[src/rtl/modem_line_pkg.sv]
package modem_line_pkg;

    localparam int REG_W      = 10;
    localparam int NUM_LINES  = 4;
    localparam int NUM_EVENTS = 2;
    localparam int CTL_W      = 4;

    localparam logic SEL_LINE = 1'b0;
    localparam logic SEL_CTRL = 1'b1;

    // bit0 cts, bit1 dcd, bit2 dsr, bit3 ri
    typedef struct packed {
        logic ri;
        logic dsr;
        logic dcd;
        logic cts;
    } line_t;

    // bit0 dtr, bit1 rts, bit2 loopback, bit3 summary enable
    typedef struct packed {
        logic irq_en;
        logic loop_en;
        logic rts;
        logic dtr;
    } mctl_t;

    typedef struct packed {
        logic [NUM_EVENTS-1:0] nosense;
        logic [NUM_EVENTS-1:0] mask;
    } evcfg_t;

    function automatic logic [REG_W-1:0] pack_line_word(
        input line_t                 lv,
        input logic [NUM_EVENTS-1:0] flags,
        input evcfg_t                cfg
    );
        return {cfg.nosense, cfg.mask, flags, lv};
    endfunction

endpackage

[src/rtl/mlc_sync.sv]
module mlc_sync #(
    parameter int W      = 4,
    parameter int STAGES = 2
) (
    input  logic         clk,
    input  logic         rst,
    input  logic [W-1:0] d,
    output logic [W-1:0] q
);
    logic [W-1:0] stage [STAGES];

    always_ff @(posedge clk) begin
        if (rst) begin
            for (int k = 0; k < STAGES; k++) stage[k] <= '0;
        end else begin
            stage[0] <= d;
            for (int k = 1; k < STAGES; k++) stage[k] <= stage[k-1];
        end
    end

    assign q = stage[STAGES-1];
endmodule

[src/rtl/mlc_edge_latch.sv]
module mlc_edge_latch #(
    parameter int N = 2
) (
    input  logic         clk,
    input  logic         rst,
    input  logic [N-1:0] level,
    input  logic [N-1:0] mask,
    input  logic         clr,
    output logic [N-1:0] flags
);
    logic [N-1:0] prev;
    logic [N-1:0] hit;

    assign hit = (level ^ prev) & mask;

    always_ff @(posedge clk) begin
        if (rst) begin
            prev  <= '0;
            flags <= '0;
        end else begin
            prev  <= level;
            flags <= (flags & ~{N{clr}}) | hit;
        end
    end

    // Flags are sticky without a clearing read
    assert_sticky_R3: assert property (@(posedge clk) disable iff (rst)
        !clr |=> ((flags & $past(flags)) == $past(flags)));

    // A clearing read with no fresh event leaves every flag at zero
    assert_clear_R6: assert property (@(posedge clk) disable iff (rst)
        (clr && (((level ^ prev) & mask) == '0)) |=> (flags == '0));

    // An event in the clearing cycle survives
    assert_keep_R7: assert property (@(posedge clk) disable iff (rst)
        (clr && (((level ^ prev) & mask) != '0))
        |=> ((flags & $past((level ^ prev) & mask)) == $past((level ^ prev) & mask)));

    // A flag never newly rises on a line that was masked off
    assert_masked_R4: assert property (@(posedge clk) disable iff (rst)
        1'b1 |=> ((flags & ~$past(flags) & ~$past(mask)) == '0));
endmodule

[src/rtl/mlc_cfg_regs.sv]
module mlc_cfg_regs
    import modem_line_pkg::*;
(
    input  logic             clk,
    input  logic             rst,
    input  logic             wr_line,
    input  logic             wr_ctrl,
    input  logic [REG_W-1:0] wdata,
    output evcfg_t           evcfg,
    output mctl_t            ctl
);
    always_ff @(posedge clk) begin
        if (rst) begin
            evcfg <= '0;
            ctl   <= '0;
        end else begin
            if (wr_line) evcfg <= wdata[REG_W-1:NUM_LINES+NUM_EVENTS];
            if (wr_ctrl) ctl   <= wdata[CTL_W-1:0];
        end
    end
endmodule

[src/rtl/modem_line_ctl.sv]
module modem_line_ctl
    import modem_line_pkg::*;
#(
    parameter int SYNC_STAGES = 2
) (
    input  logic             clk,
    input  logic             rst,
    input  logic             cts_i,
    input  logic             dcd_i,
    input  logic             ri_i,
    input  logic             dsr_i,
    input  logic             reg_sel,
    input  logic             reg_wr,
    input  logic             reg_rd,
    input  logic [REG_W-1:0] reg_wdata,
    output logic [REG_W-1:0] reg_rdata,
    output logic             dtr_o,
    output logic             rts_o,
    output logic             loop_en_o,
    output logic             irq_o
);
    line_t                 raw_lines;
    line_t                 sync_lines;
    evcfg_t                evcfg;
    mctl_t                 ctl;
    logic [NUM_EVENTS-1:0] flags;
    logic                  clr_flags;

    assign raw_lines = '{ri: ri_i, dsr: dsr_i, dcd: dcd_i, cts: cts_i};
    assign clr_flags = reg_rd && (reg_sel == SEL_LINE);

    mlc_sync #(.W(NUM_LINES), .STAGES(SYNC_STAGES)) u_sync (
        .clk (clk),
        .rst (rst),
        .d   (raw_lines),
        .q   (sync_lines)
    );

    mlc_edge_latch #(.N(NUM_EVENTS)) u_edge (
        .clk   (clk),
        .rst   (rst),
        .level ({sync_lines.dcd, sync_lines.cts}),
        .mask  (evcfg.mask),
        .clr   (clr_flags),
        .flags (flags)
    );

    mlc_cfg_regs u_cfg (
        .clk     (clk),
        .rst     (rst),
        .wr_line (reg_wr && (reg_sel == SEL_LINE)),
        .wr_ctrl (reg_wr && (reg_sel == SEL_CTRL)),
        .wdata   (reg_wdata),
        .evcfg   (evcfg),
        .ctl     (ctl)
    );

    always_comb begin
        if (reg_sel == SEL_LINE) reg_rdata = pack_line_word(sync_lines, flags, evcfg);
        else                     reg_rdata = {{(REG_W-CTL_W){1'b0}}, ctl};
    end

    assign dtr_o     = ~ctl.dtr;
    assign rts_o     = ~ctl.rts;
    assign loop_en_o = ctl.loop_en;
    assign irq_o     = ctl.irq_en && (|flags);

    // Pins follow the inverse of the written control word one edge later
    assert_pin_inv_R8: assert property (@(posedge clk) disable iff (rst)
        (reg_wr && reg_sel == SEL_CTRL)
        |=> (dtr_o == !$past(reg_wdata[0]) && rts_o == !$past(reg_wdata[1])
             && loop_en_o == $past(reg_wdata[2])));

    // Summary interrupt silent while disabled by the last control write
    assert_irq_gate_R9: assert property (@(posedge clk) disable iff (rst)
        (reg_wr && reg_sel == SEL_CTRL && !reg_wdata[3]) |=> !irq_o);
endmodule

[config.mk]
export PLATFORM = sky130hd
export DESIGN_NAME = modem_line_ctl
export DESIGN_NICKNAME = d
export VERILOG_FILES = /design/src/rtl/modem_line_pkg.sv /design/src/rtl/mlc_sync.sv /design/src/rtl/mlc_edge_latch.sv /design/src/rtl/mlc_cfg_regs.sv /design/src/rtl/modem_line_ctl.sv
export SDC_FILE = /design/constraint.sdc
export NUM_CORES = 1
export LEC_CHECK = 0
export ABC_CLOCK_PERIOD_IN_PS = 1500
export BUFFER_PORTS_ARGS = -buffer_cell sky130_fd_sc_hd__buf_4
export CAP_MARGIN = 10
export CORE_UTILIZATION = 45
export DETAILED_ROUTE_END_ITERATION = 16
export PLACE_DENSITY = 0.76
export RECOVER_POWER = 100
export SYNTH_ARGS = -nofsm -noshare
export SYNTH_HDL_FRONTEND = slang
export SYNTH_SLANG_ARGS = --single-unit
[constraint.sdc]
create_clock -name clk -period 1.5 [get_ports clk]
set_input_delay 0.45 -clock clk [delete_from_list [all_inputs] [get_ports clk]]
set_output_delay 0.45 -clock clk [all_outputs]
set_load 0.05 [all_outputs]
==> results.cfg, run 1 <==
[global_routing]
grt_use_met3_pct = 5.000
number_of_antenna_violations_at_the_first_check_in_global_routing = 0
groute.usage.overall_pct = 17.90
grtUsageMet2_pct = 31.04
global_route.peak_usage_layer = met2
fraction_of_met1_tracks_used_by_global_routing_pct = 20.53
grt_pass1_vias = 607
grt-ovfl-total = 0
grt_start_max_net_pins = 21
wire_length_of_the_first_global_routing_pass_mm = 2.463

[setup_path]
endpoint = reg_rdata[0]
reg2regPathDepth = 3
worstSetupStartpointType = flip-flop
reg2reg_setup_slack_ns = 0.53
worstSetupPathDepth = 2
critical-path-slowest-cell = dfxtp_2
r2r-end = u_edge.flags[0]$_SDFF_PP0_
critical_path.max_fanout = 2
rr_startpoint = u_sync.stage[0][4]$_SDFF_PP0_
path_class = flip-flop to output pin
arr_time_crit_path_ns = 1.07
crit_path_cell_trace = mux2_4 > buf_6
worstSetupEndpointType = output pin
crit_required_ns = 1.05
crit_buf_inv = 1
crit_family = flip-flops
worstSetupStartpoint = u_sync.stage[0][4]$_SDFF_PP0_
worst_path_largest_cell_delay_ns = 0.35

[clocking]
clk_transition_reported_paths_ns = 0.11
clock_tree.root_cell = clkbuf_4
max-clock-path-buffers = 2
cts_max_level = 1
postCtsHoldBufs = 0
cts_inserted_buffers = 3
clock_sink_count = 20
clkLatencyLatePin_ns = 0.30
tritoncts_clock_tree = built

[layout]
final.fill_count = 99
post-route-cell-area_sq_mm = 0.001169
finish.utilization_pct = 74.96
fin_nets = 135
post_route_cells_drive_above_1_share_pct = 51.30
finalNonFillerCells = 131
synthToLayoutAreaGrowth_pct = 49.68
diodes = 0

[timing]
skew_final_ns = 0.0005418
maxSlewHeadroom_pct = 43.51
final_critical_path_setup_slack_ns = -0.02160
setup_repair_after_global_routing_missed_its_margin = true
final_min_period_over_clock_period_pct = 101.4
drv_slew = 0
timing.fmax_ghz = 0.6572
worstMarginPinSlew_ns = 0.8474
finalCriticalPeriod_ns = 1.522
final_hold_viol_count = 0
report.final.setup_viol = 4

[die]
start_util_pct = 50.08
full_die_area_sq_mm = 0.001906
fp.dieW_um = 43.66
chipHeight_um = 43.66
core_area_sq_mm = 0.001559
rows = 14
io_pins = 33

[synthesis]
synth_top_flop_cell = dfxtp_1
syn_inst = 77
post-synth-top-area-fraction_pct = 51.28
synth_area_sq_um = 780.7
synth_seq_area_share_pct = 51.28
yosys-top-cells-count = dfxtp_1, nor2b_1, a21oi_1, nand2_1
yosys.cell_count.top_type = dfxtp_1
synth.top_cells.by_area = dfxtp_1, nor2b_1, mux2_2
synth.avg_cell_area_sq_um = 10.14
synth_cell_type_count = 16
syn_nets = 96
yosys_warnings = 0
synth-async-reset-ratio_pct = 0
synth_edf_count = 0
synthDominantAreaCellType = dfxtp_1
total_of_flip_flops_plus_latches_after_synthesis = 20

[drt]
post-route-drc-count = 1
drt.antenna.violating_nets = 0
vias = 639
wire_length_reported_by_the_detailed_router_mm = 1.620
first_iter_violations = 7
route.detailed.vias_per_inst = 4.878
routedWlPerCell_um = 12.37
drt_pass1_iterations = 10

[placed_design]
buffer_ports.inserted = 30
place.detailed.hpwl_mm = 1.072
globalplace.congestion = 0.7084
place_area_sq_mm = 0.001059
dp.cells = 122

[status]
failing_checks = design-rule violations, negative setup slack
run_status = finished with violations

[power_and_ir_drop]
p_leak_nw = 0.5312
p_per_area_mw_per_mm2 = 1018
vdd_drop_max_mv = 1.191

[worst_hold_path]
worstHoldPathType = input pin to flip-flop

[job]
drv_cap = 0
==> where the power goes <==
| part | internal, mW | switching, mW | total [mW] |
|---|---|---|---|
| clock network | 0.270 | 0.164 | 0.434 |
| logic | 0.0900 | 0.0996 | 0.190 |
| registers | 0.555 | 0.0104 | 0.566 |
| total | 0.915 | 0.274 | 1.19 |
==> per-stage QoR <==
step                total power [mW]  TNS (ns)  worst slack (ns)  hold WS [ns]
global placement              0.7516   -0.2572          -0.06047        0.4166
floorplan                     0.6943  -0.02131         -0.003181        0.4138
detailed placement            0.7555   -0.3101          -0.06913        0.4237
CTS                            1.213  -0.09727          -0.03786        0.3391
global route                   1.235   -0.2445          -0.05951        0.3373
finish                         1.189  -0.04561          -0.02160        0.3546
==> final cells by class <==
class | instances | area, sq um | share of cell area, %
clock inverter | 1 | 30.03 | 2.570
clock buffer | 3 | 22.52 | 1.927
sequential | 20 | 412.9 | 35.33
multi-input combinational | 48 | 347.8 | 29.76
timing repair buffer | 39 | 320.3 | 27.41
inverter | 4 | 15.01 | 1.285
tap | 16 | 20.02 | 1.713
==> flip-flops by register name, summed over array words and instances, names as in the netlist <==
register      cells
u_edge.flags      2
u_sync.stage      8
u_edge.prev       2
u_cfg.ctl         4
u_cfg.evcfg       4
==> cell usage in the layout, fill, tap and decap left out, drive strengths merged <==
cell,Yosys,routed
inv,4,4
mux2,4,4
nor2,4,4
nor2b,17,17
mux2i,4,4
clkbuf,0,8
nand2,5,5
o21a,1,1
nand3,4,4
buf,5,34
dfxtp,20,20
xor2,2,2
bufinv,0,1
a32o,2,2
a21oi,5,5
==> how the worst min path moves through the flow <==
stage | start | to | slack [ns] | depth (start not counted)
6_report | cts_i | u_sync.stage[0][0]$_SDFF_PP0_ | 0.35 | 2
3_5_place_dp | u_sync.stage[0][0]$_SDFF_PP0_ | u_sync.stage[0][4]$_SDFF_PP0_ | 0.42 | 1
3_3_place_gp | u_sync.stage[0][0]$_SDFF_PP0_ | u_sync.stage[0][4]$_SDFF_PP0_ | 0.42 | 1
4_1_cts | cts_i | u_sync.stage[0][0]$_SDFF_PP0_ | 0.34 | 2
2_1_floorplan | u_sync.stage[0][0]$_SDFF_PP0_ | u_sync.stage[0][4]$_SDFF_PP0_ | 0.41 | 1
5_1_grt | cts_i | u_sync.stage[0][0]$_SDFF_PP0_ | 0.34 | 2
==> worst register-to-register path: cells and delay by family, from the launching register on <==
kind                      cells  cell delay [ns]
DFF                           1             0.35
AOI/OAI and AO/OA             1             0.25
xor gates and xnor gates      1             0.15
buffers and inverters         1             0.13
==> kinds of logic after synthesis <==
| kind of cell | Yosys count | synth area share, % |
|---|---|---|
| muxes | 8 | 10.90 |
| AOI/OAI and AO/OA | 8 | 6.731 |
| xor gates and xnor gates | 2 | 2.244 |
| and+or+nand+nor | 30 | 21.47 |
| DFF | 20 | 51.28 |
| buffers and inverters | 9 | 7.370 |
==> layer usage <==
metal | up-vias | share of wire [%]
li1 | 323 | -
met1 | 290 | 41
met2 | 24 | 52
met3 | 2 | 5.7
met4 | 0 | 0.62
met5 | - | 0
==> timing repair <==
item | 4_1_cts | 5_1_grt
setup buffers | 5 | 0
endpoints found under the setup margin | 10 | 10
resized for setup | 14 | 8
endpoints found under the hold margin | 0 | 0
Note: power is estimated with default switching activity, not from simulation.
==> run 2: changes to the inputs <==
--- a/config.mk
+++ b/config.mk
@@ -5,12 +5,13 @@
 export SDC_FILE = /design/constraint.sdc
 export NUM_CORES = 1
 export LEC_CHECK = 0
+export ABC_AREA = 1
 export ABC_CLOCK_PERIOD_IN_PS = 1500
 export BUFFER_PORTS_ARGS = -buffer_cell sky130_fd_sc_hd__buf_4
 export CAP_MARGIN = 10
-export CORE_UTILIZATION = 45
+export CORE_UTILIZATION = 44
 export DETAILED_ROUTE_END_ITERATION = 16
-export PLACE_DENSITY = 0.76
+export PLACE_DENSITY = 0.75
 export RECOVER_POWER = 100
 export SYNTH_ARGS = -nofsm -noshare
 export SYNTH_HDL_FRONTEND = slang
==> run 2 against run 1 <==
Effect of this change:
- the flow finishes with violations (design-rule violations)
- non-clock buffer count decreased by 4
- maximum frequency increased by 2.2%
- clock-buffer cell count unchanged
- register-to-register slack improved by 0.26 ns
- critical endpoint is now reg_rdata[8]
- die area decreased by 0.96%
- clock skew increased by 0.0011 ns
- total power decreased by 13%
- cell area decreased by 1.8%
- sequential cell count unchanged
- utilization decreased by 1.4 points
==> results.cfg, run 2 <==
[die]
chipHeight_um = 43.45
io_pins = 33
start_util_pct = 48.48
core_area_sq_mm = 0.001559
rows = 14
fp.dieW_um = 43.45
full_die_area_sq_mm = 0.001887

[setup_path]
critical_path.max_fanout = 12
reg2reg_setup_slack_ns = 0.79
critical-path-slowest-cell = buf_4
endpoint = reg_rdata[8]
r2r-end = u_edge.flags[0]$_SDFF_PP0_
worstSetupStartpoint = reg_sel
rr_startpoint = u_sync.stage[0][4]$_SDFF_PP0_
crit_required_ns = 1.05
crit_path_cell_trace = buf_4 > buf_4 > nor2_2 > buf_6
cpMostUsedCell = buf_4
crit_family = buffers and inverters
worstSetupStartpointType = input pin
path_class = input pin to output pin
worst_path_largest_cell_delay_ns = 0.16
reg2regPathDepth = 4
arr_time_crit_path_ns = 1.04
worstSetupEndpointType = output pin
crit_buf_inv = 3
worstSetupPathDepth = 4

[synthesis]
synth_area_sq_um = 755.7
syn_nets = 125
total_of_flip_flops_plus_latches_after_synthesis = 20
synthDominantAreaCellType = dfxtp_1
synth_edf_count = 0
yosys-top-cells-count = inv_1, nor2_1, dfxtp_1
post-synth-top-area-fraction_pct = 52.98
syn_inst = 106
synth_cell_type_count = 9
synth.avg_cell_area_sq_um = 7.129
synth_seq_area_share_pct = 52.98
synth-async-reset-ratio_pct = 0
yosys_warnings = 0
synth.top_cells.by_area = dfxtp_1, inv_1, nor2_1
synth_top_flop_cell = dfxtp_1

[layout]
post_route_cells_drive_above_1_share_pct = 41.55
synthToLayoutAreaGrowth_pct = 51.82
final_common_cell = buf_4
diodes = 0
area_of_the_multi_input_gates_sq_um = 299.0
area.sequential_sq_um = 407.9
finish.utilization_pct = 73.60
layout_top_registers = u_sync.stage: 8 flops, u_cfg.ctl: 4 flops, u_cfg.evcfg: 4 flops
final.fill_count = 128
largest_reg_by_ff_count = u_sync.stage
fin_nets = 163
largest_reg_flops = 8
layout.cells.most_common_list = buf_4, inv_1, nor2_1, dfxtp_1, buf_6

[timing]
final_hold_viol_count = 0
finalCriticalPeriod_ns = 1.488
report.final.setup_viol = 0
drv_slew = 0
timing.fmax_ghz = 0.6719
setup_repair_after_global_routing_missed_its_margin = true
holdWs_ns = 0.3535
worstMarginPinSlew_ns = 0.4971
skew_final_ns = 0.001668
maxSlewHeadroom_pct = 66.86
final_min_period_over_clock_period_pct = 99.22

[clocking]
max-clock-path-buffers = 2
cts_inserted_buffers = 3
clk_transition_reported_paths_ns = 0.10
tritoncts_clock_tree = built
cts_max_level = 1
clkLatencyLatePin_ns = 0.29
clock_tree.root_cell = clkbuf_4
clock_sink_count = 20

[global_routing]
wire_length_of_the_first_global_routing_pass_mm = 2.608
number_of_antenna_violations_at_the_first_check_in_global_routing = 0
groute.usage.overall_pct = 19.02
grt_start_max_net_pins = 14
grt-ovfl-total = 0
grt_pass1_vias = 681

[placed_design]
place.detailed.hpwl_mm = 1.288
globalplace.congestion = 0.8023
buffer_ports.inserted = 30

[drt]
route.detailed.vias_per_inst = 4.633
first_iter_violations = 20
wire_length_reported_by_the_detailed_router_mm = 1.671
drt_pass1_iterations = 10
routedWlPerCell_um = 10.58
drt.antenna.violating_nets = 0
vias = 732
post-route-drc-count = 6

[worst_hold_path]
worstHoldPathType = input pin to flip-flop

[power_and_ir_drop]
p_per_area_mw_per_mm2 = 905.5
vdd_drop_max_mv = 0.7219
p_leak_nw = 0.5425

[status]
failing_checks = design-rule violations
run_status = finished with violations

[job]
drv_cap = 0
[run 2: cell type report]
cell class                 count  share of cell area [%]
clock buffer                   3                   1.963
inverter                      25                   8.179
multi-input combinational     59                   26.06
sequential                    20                   35.55
tap                           16                   1.745
timing repair buffer          35                   26.50
[run 2: layer usage]
layer | vias to the layer above | GRT usage (%) | part of all wire (%) | wire [um]
li1 | 388 | - | - | -
met1 | 317 | 18.11 | 41 | 679
met2 | 22 | 37.88 | 54 | 894
met3 | 5 | 4.167 | 4.5 | 75
met4 | 0 | 8.750 | 1.3 | 21
met5 | - | 0 | 0 | 0
[run 2: cells by family (layout without fill, tap and decap cells)]
family	count (synthesis)	in the layout	share of synthesized area (%)
and+or+nand+nor	39	39	20.03
buffers and inverters	27	63	13.74
AOI/OAI and AO/OA	20	20	13.24
DFF	20	20	52.98
[run 2: where the power goes]
group	total (mW)	switching, mW	internal, mW
clock	0.244	0.150	0.0935
combinational	0.224	0.136	0.0881
sequential	0.571	0.0124	0.559
[run 2: metrics by stage]
step | std cells | power (mW) | setup WS [ns] | area, sq um | TNS (ns)
global route | 158 | 1.086 | -0.01857 | 1147 | -0.06126
global placement | 154 | 0.7858 | -0.01177 | 1064 | -0.01446
detailed placement | 154 | 0.7930 | -0.01716 | 1064 | -0.02939
floorplan | 106 | 0.7086 | -0.07716 | 798.3 | -0.2683
CTS | 157 | 1.037 | 0.0001844 | 1109 | 0
finish | 158 | 1.039 | 0.01168 | 1147 | 0
[run 2: how the worst min path moves through the flow]
stage                                  startpoint                            end  slack, ns  cells after the start
finish                                      dcd_i  u_sync.stage[0][1]$_SDFF_PP0_       0.35                      3
global placement    u_sync.stage[0][2]$_SDFF_PP0_  u_sync.stage[0][6]$_SDFF_PP0_       0.39                      2
CTS                                         cts_i  u_sync.stage[0][0]$_SDFF_PP0_       0.35                      3
floorplan           u_sync.stage[0][0]$_SDFF_PP0_  u_sync.stage[0][4]$_SDFF_PP0_       0.39                      2
global route                                cts_i  u_sync.stage[0][0]$_SDFF_PP0_       0.34                      3
detailed placement  u_sync.stage[0][0]$_SDFF_PP0_  u_sync.stage[0][4]$_SDFF_PP0_       0.40                      2
[run 2: worst register-to-register path, stage by stage, from the launching register on]
cell and delay, ns:
dfxtp_2 0.34, inv_2 0.07, nand2_1 0.05, nand3_1 0.07
a21oi_1 0.06
[run 2: repair_timing]
action	CTS	global route
cloned	0	0
endpoints found under the hold margin	0	0
pin swaps	0	4
resized for setup	6	17
hold buffers	0	0
endpoints found under the setup margin	6	10
buffers inserted	0	1
==> run 3: changes to the inputs <==
==> constraint.sdc (replaced) <==
create_clock -name clk -period 1.5 [get_ports clk]
set_input_delay 0 -clock clk [delete_from_list [all_inputs] [get_ports clk]]
set_output_delay 0 -clock clk [all_outputs]
set_load 0.05 [all_outputs]
==> run 3 against run 2 <==
Effect of this change:
- highest routed layer unchanged
- the run still ends with design-rule violations left
- sequential cell count is the same
- critical endpoint is now u_cfg.ctl[2]$_SDFFE_PP0P_
- maximum frequency grew 7.4%
- clock skew grew 0.0080 ns
- critical path type is now input pin to flip-flop
==> results.cfg, run 3 (synthesis gave the netlist of run 2 again) <==
[status]
run_status = finished with violations
failing_checks = design-rule violations

[die]
rows = 14
core_area_sq_mm = 0.001559
io_pins = 33
full_die_area_sq_mm = 0.001887
chipHeight_um = 43.45
fp.dieW_um = 43.45
start_util_pct = 48.48

[power_and_ir_drop]
p_per_area_mw_per_mm2 = 1041
pwr-share-clk_pct = 35.9
power.switching_fraction_pct = 25.42
internal_power_mw = 0.9148
vdd_drop_max_mv = 0.7186
power.switching_mw = 0.3117
p_leak_nw = 0.5672
comb_power_share_pct = 17.6
p_seq_share_pct = 46.5

[job]
drv_cap = 0

[timing]
finalSetupTns_ns = 0
final_min_period_over_clock_period_pct = 92.40
timing.fmax_ghz = 0.7215
holdWs_ns = 0.02947
worstMarginPinSlew_ns = 0.6141
final_critical_path_setup_slack_ns = 0.1141
skew_final_ns = 0.009629
setup_repair_after_global_routing_missed_its_margin = false
drv_slew = 0
maxSlewHeadroom_pct = 59.24
final_hold_viol_count = 0
finalCriticalPeriod_ns = 1.386
report.final.setup_viol = 0

[global_routing]
grt_start_max_net_pins = 17
grt_pass1_vias = 707
number_of_antenna_violations_at_the_first_check_in_global_routing = 0
wire_length_of_the_first_global_routing_pass_mm = 2.946
groute.usage.overall_pct = 21.55
grt-ovfl-total = 0

[setup_path]
reg2reg_setup_slack_ns = 0.34
arr_time_crit_path_ns = 1.65
worstSetupStartpointType = input pin
path_class = input pin to flip-flop
crit_required_ns = 1.76
critical_path.max_fanout = 13
worstSetupEndpointType = flip-flop

[worst_hold_path]
worstHoldPathType = input pin to flip-flop

[placed_design]
buffer_ports.inserted = 30
globalplace.congestion = 0.7195
place_worst_setup_slack_ns = 0.7525
place.detailed.hpwl_mm = 1.152

[clocking]
cts_inserted_buffers = 3
clock_tree.root_cell = clkbuf_4
postCtsHoldBufs = 18
cts_max_level = 1
post-cts-setup-buffers = 0
clkLatencyLatePin_ns = 0.31
post_cts_resize_count = 0
clk_transition_reported_paths_ns = 0.12
tritoncts_clock_tree = built
clock_sink_count = 20
max-clock-path-buffers = 2

[drt]
drt.antenna.violating_nets = 0
post-route-drc-count = 6
vias = 781
route.detailed.vias_per_inst = 4.541
routedWlPerCell_um = 10.60
drt_pass1_iterations = 10
wire_length_reported_by_the_detailed_router_mm = 1.823
first_iter_violations = 11

[layout]
diodes = 0
synthToLayoutAreaGrowth_pct = 55.96
largest_reg_flops = 8
largest_reg_by_ff_count = u_sync.stage
fin_nets = 176
layout_top_registers = u_sync.stage: 8 flops, u_cfg.ctl: 4 flops, u_cfg.evcfg: 4 flops
post_route_cells_drive_above_1_share_pct = 17.31
layout.cells.most_common_list = inv_1, nor2_1, dfxtp_1, dlygate4sd3_1, buf_4
[run 3: metrics by stage]
step | util (%) | power, mW | std cells | cell area [sq um]
5_1_grt | 75.60 | 1.274 | 172 | 1179
3_5_place_dp | 63.56 | 0.7715 | 150 | 991.0
6_report | 75.60 | 1.227 | 172 | 1179
3_3_place_gp | 63.56 | 0.7664 | 150 | 991.0
2_1_floorplan | - | 0.6974 | 106 | 755.7
4_1_cts | 78.49 | 1.245 | 172 | 1224
[run 3: path summary, 6_finish.rpt]
kind	start	endpoint	cells after the start
setup reg to reg	u_cfg.ctl[2]$_SDFFE_PP0P_	u_cfg.ctl[2]$_SDFFE_PP0P_	3
hold reg to reg	u_sync.stage[0][1]$_SDFF_PP0_	u_sync.stage[0][5]$_SDFF_PP0_	2
setup / recovery	rst	u_cfg.ctl[2]$_SDFFE_PP0P_	6
hold / removal	reg_rd	u_edge.flags[1]$_SDFF_PP0_	4
[run 3: critical path, stage by stage]
cell,delay (ns)
dlygate4sd3_1,0.54
buf_4,0.18
inv_1,0.17
o21ai_0,0.11
nor2_1,0.09
dlygate4sd3_1,0.54
[run 3: layout make-up]
cell class,instances,area [sq um]
sequential,20,400.4
fill,138,380.4
timing repair buffer,48,360.3
multi-input combinational,59,251.5
inverter,25,93.84
clock inverter,1,30.03
clock buffer,3,22.52
tap,16,20.02
[run 3: power groups by stage]
stage	combinational, mW	clock, mW	sequential [mW]
global route	0.233	0.467	0.574
CTS	0.228	0.448	0.570
finish	0.216	0.440	0.570
floorplan	0.112	0	0.585
global placement	0.186	0	0.581
detailed placement	0.189	0	0.582
[run 3: per-layer routing]
metal / global-route usage, % / up-vias / routed length [um]
li1: - / 414 / -
met1: 22.57 / 342 / 779
met2: 41.21 / 21 / 937
met3: 2.917 / 4 / 77
met4: 11.25 / 0 / 27
met5: 0 / - / 0
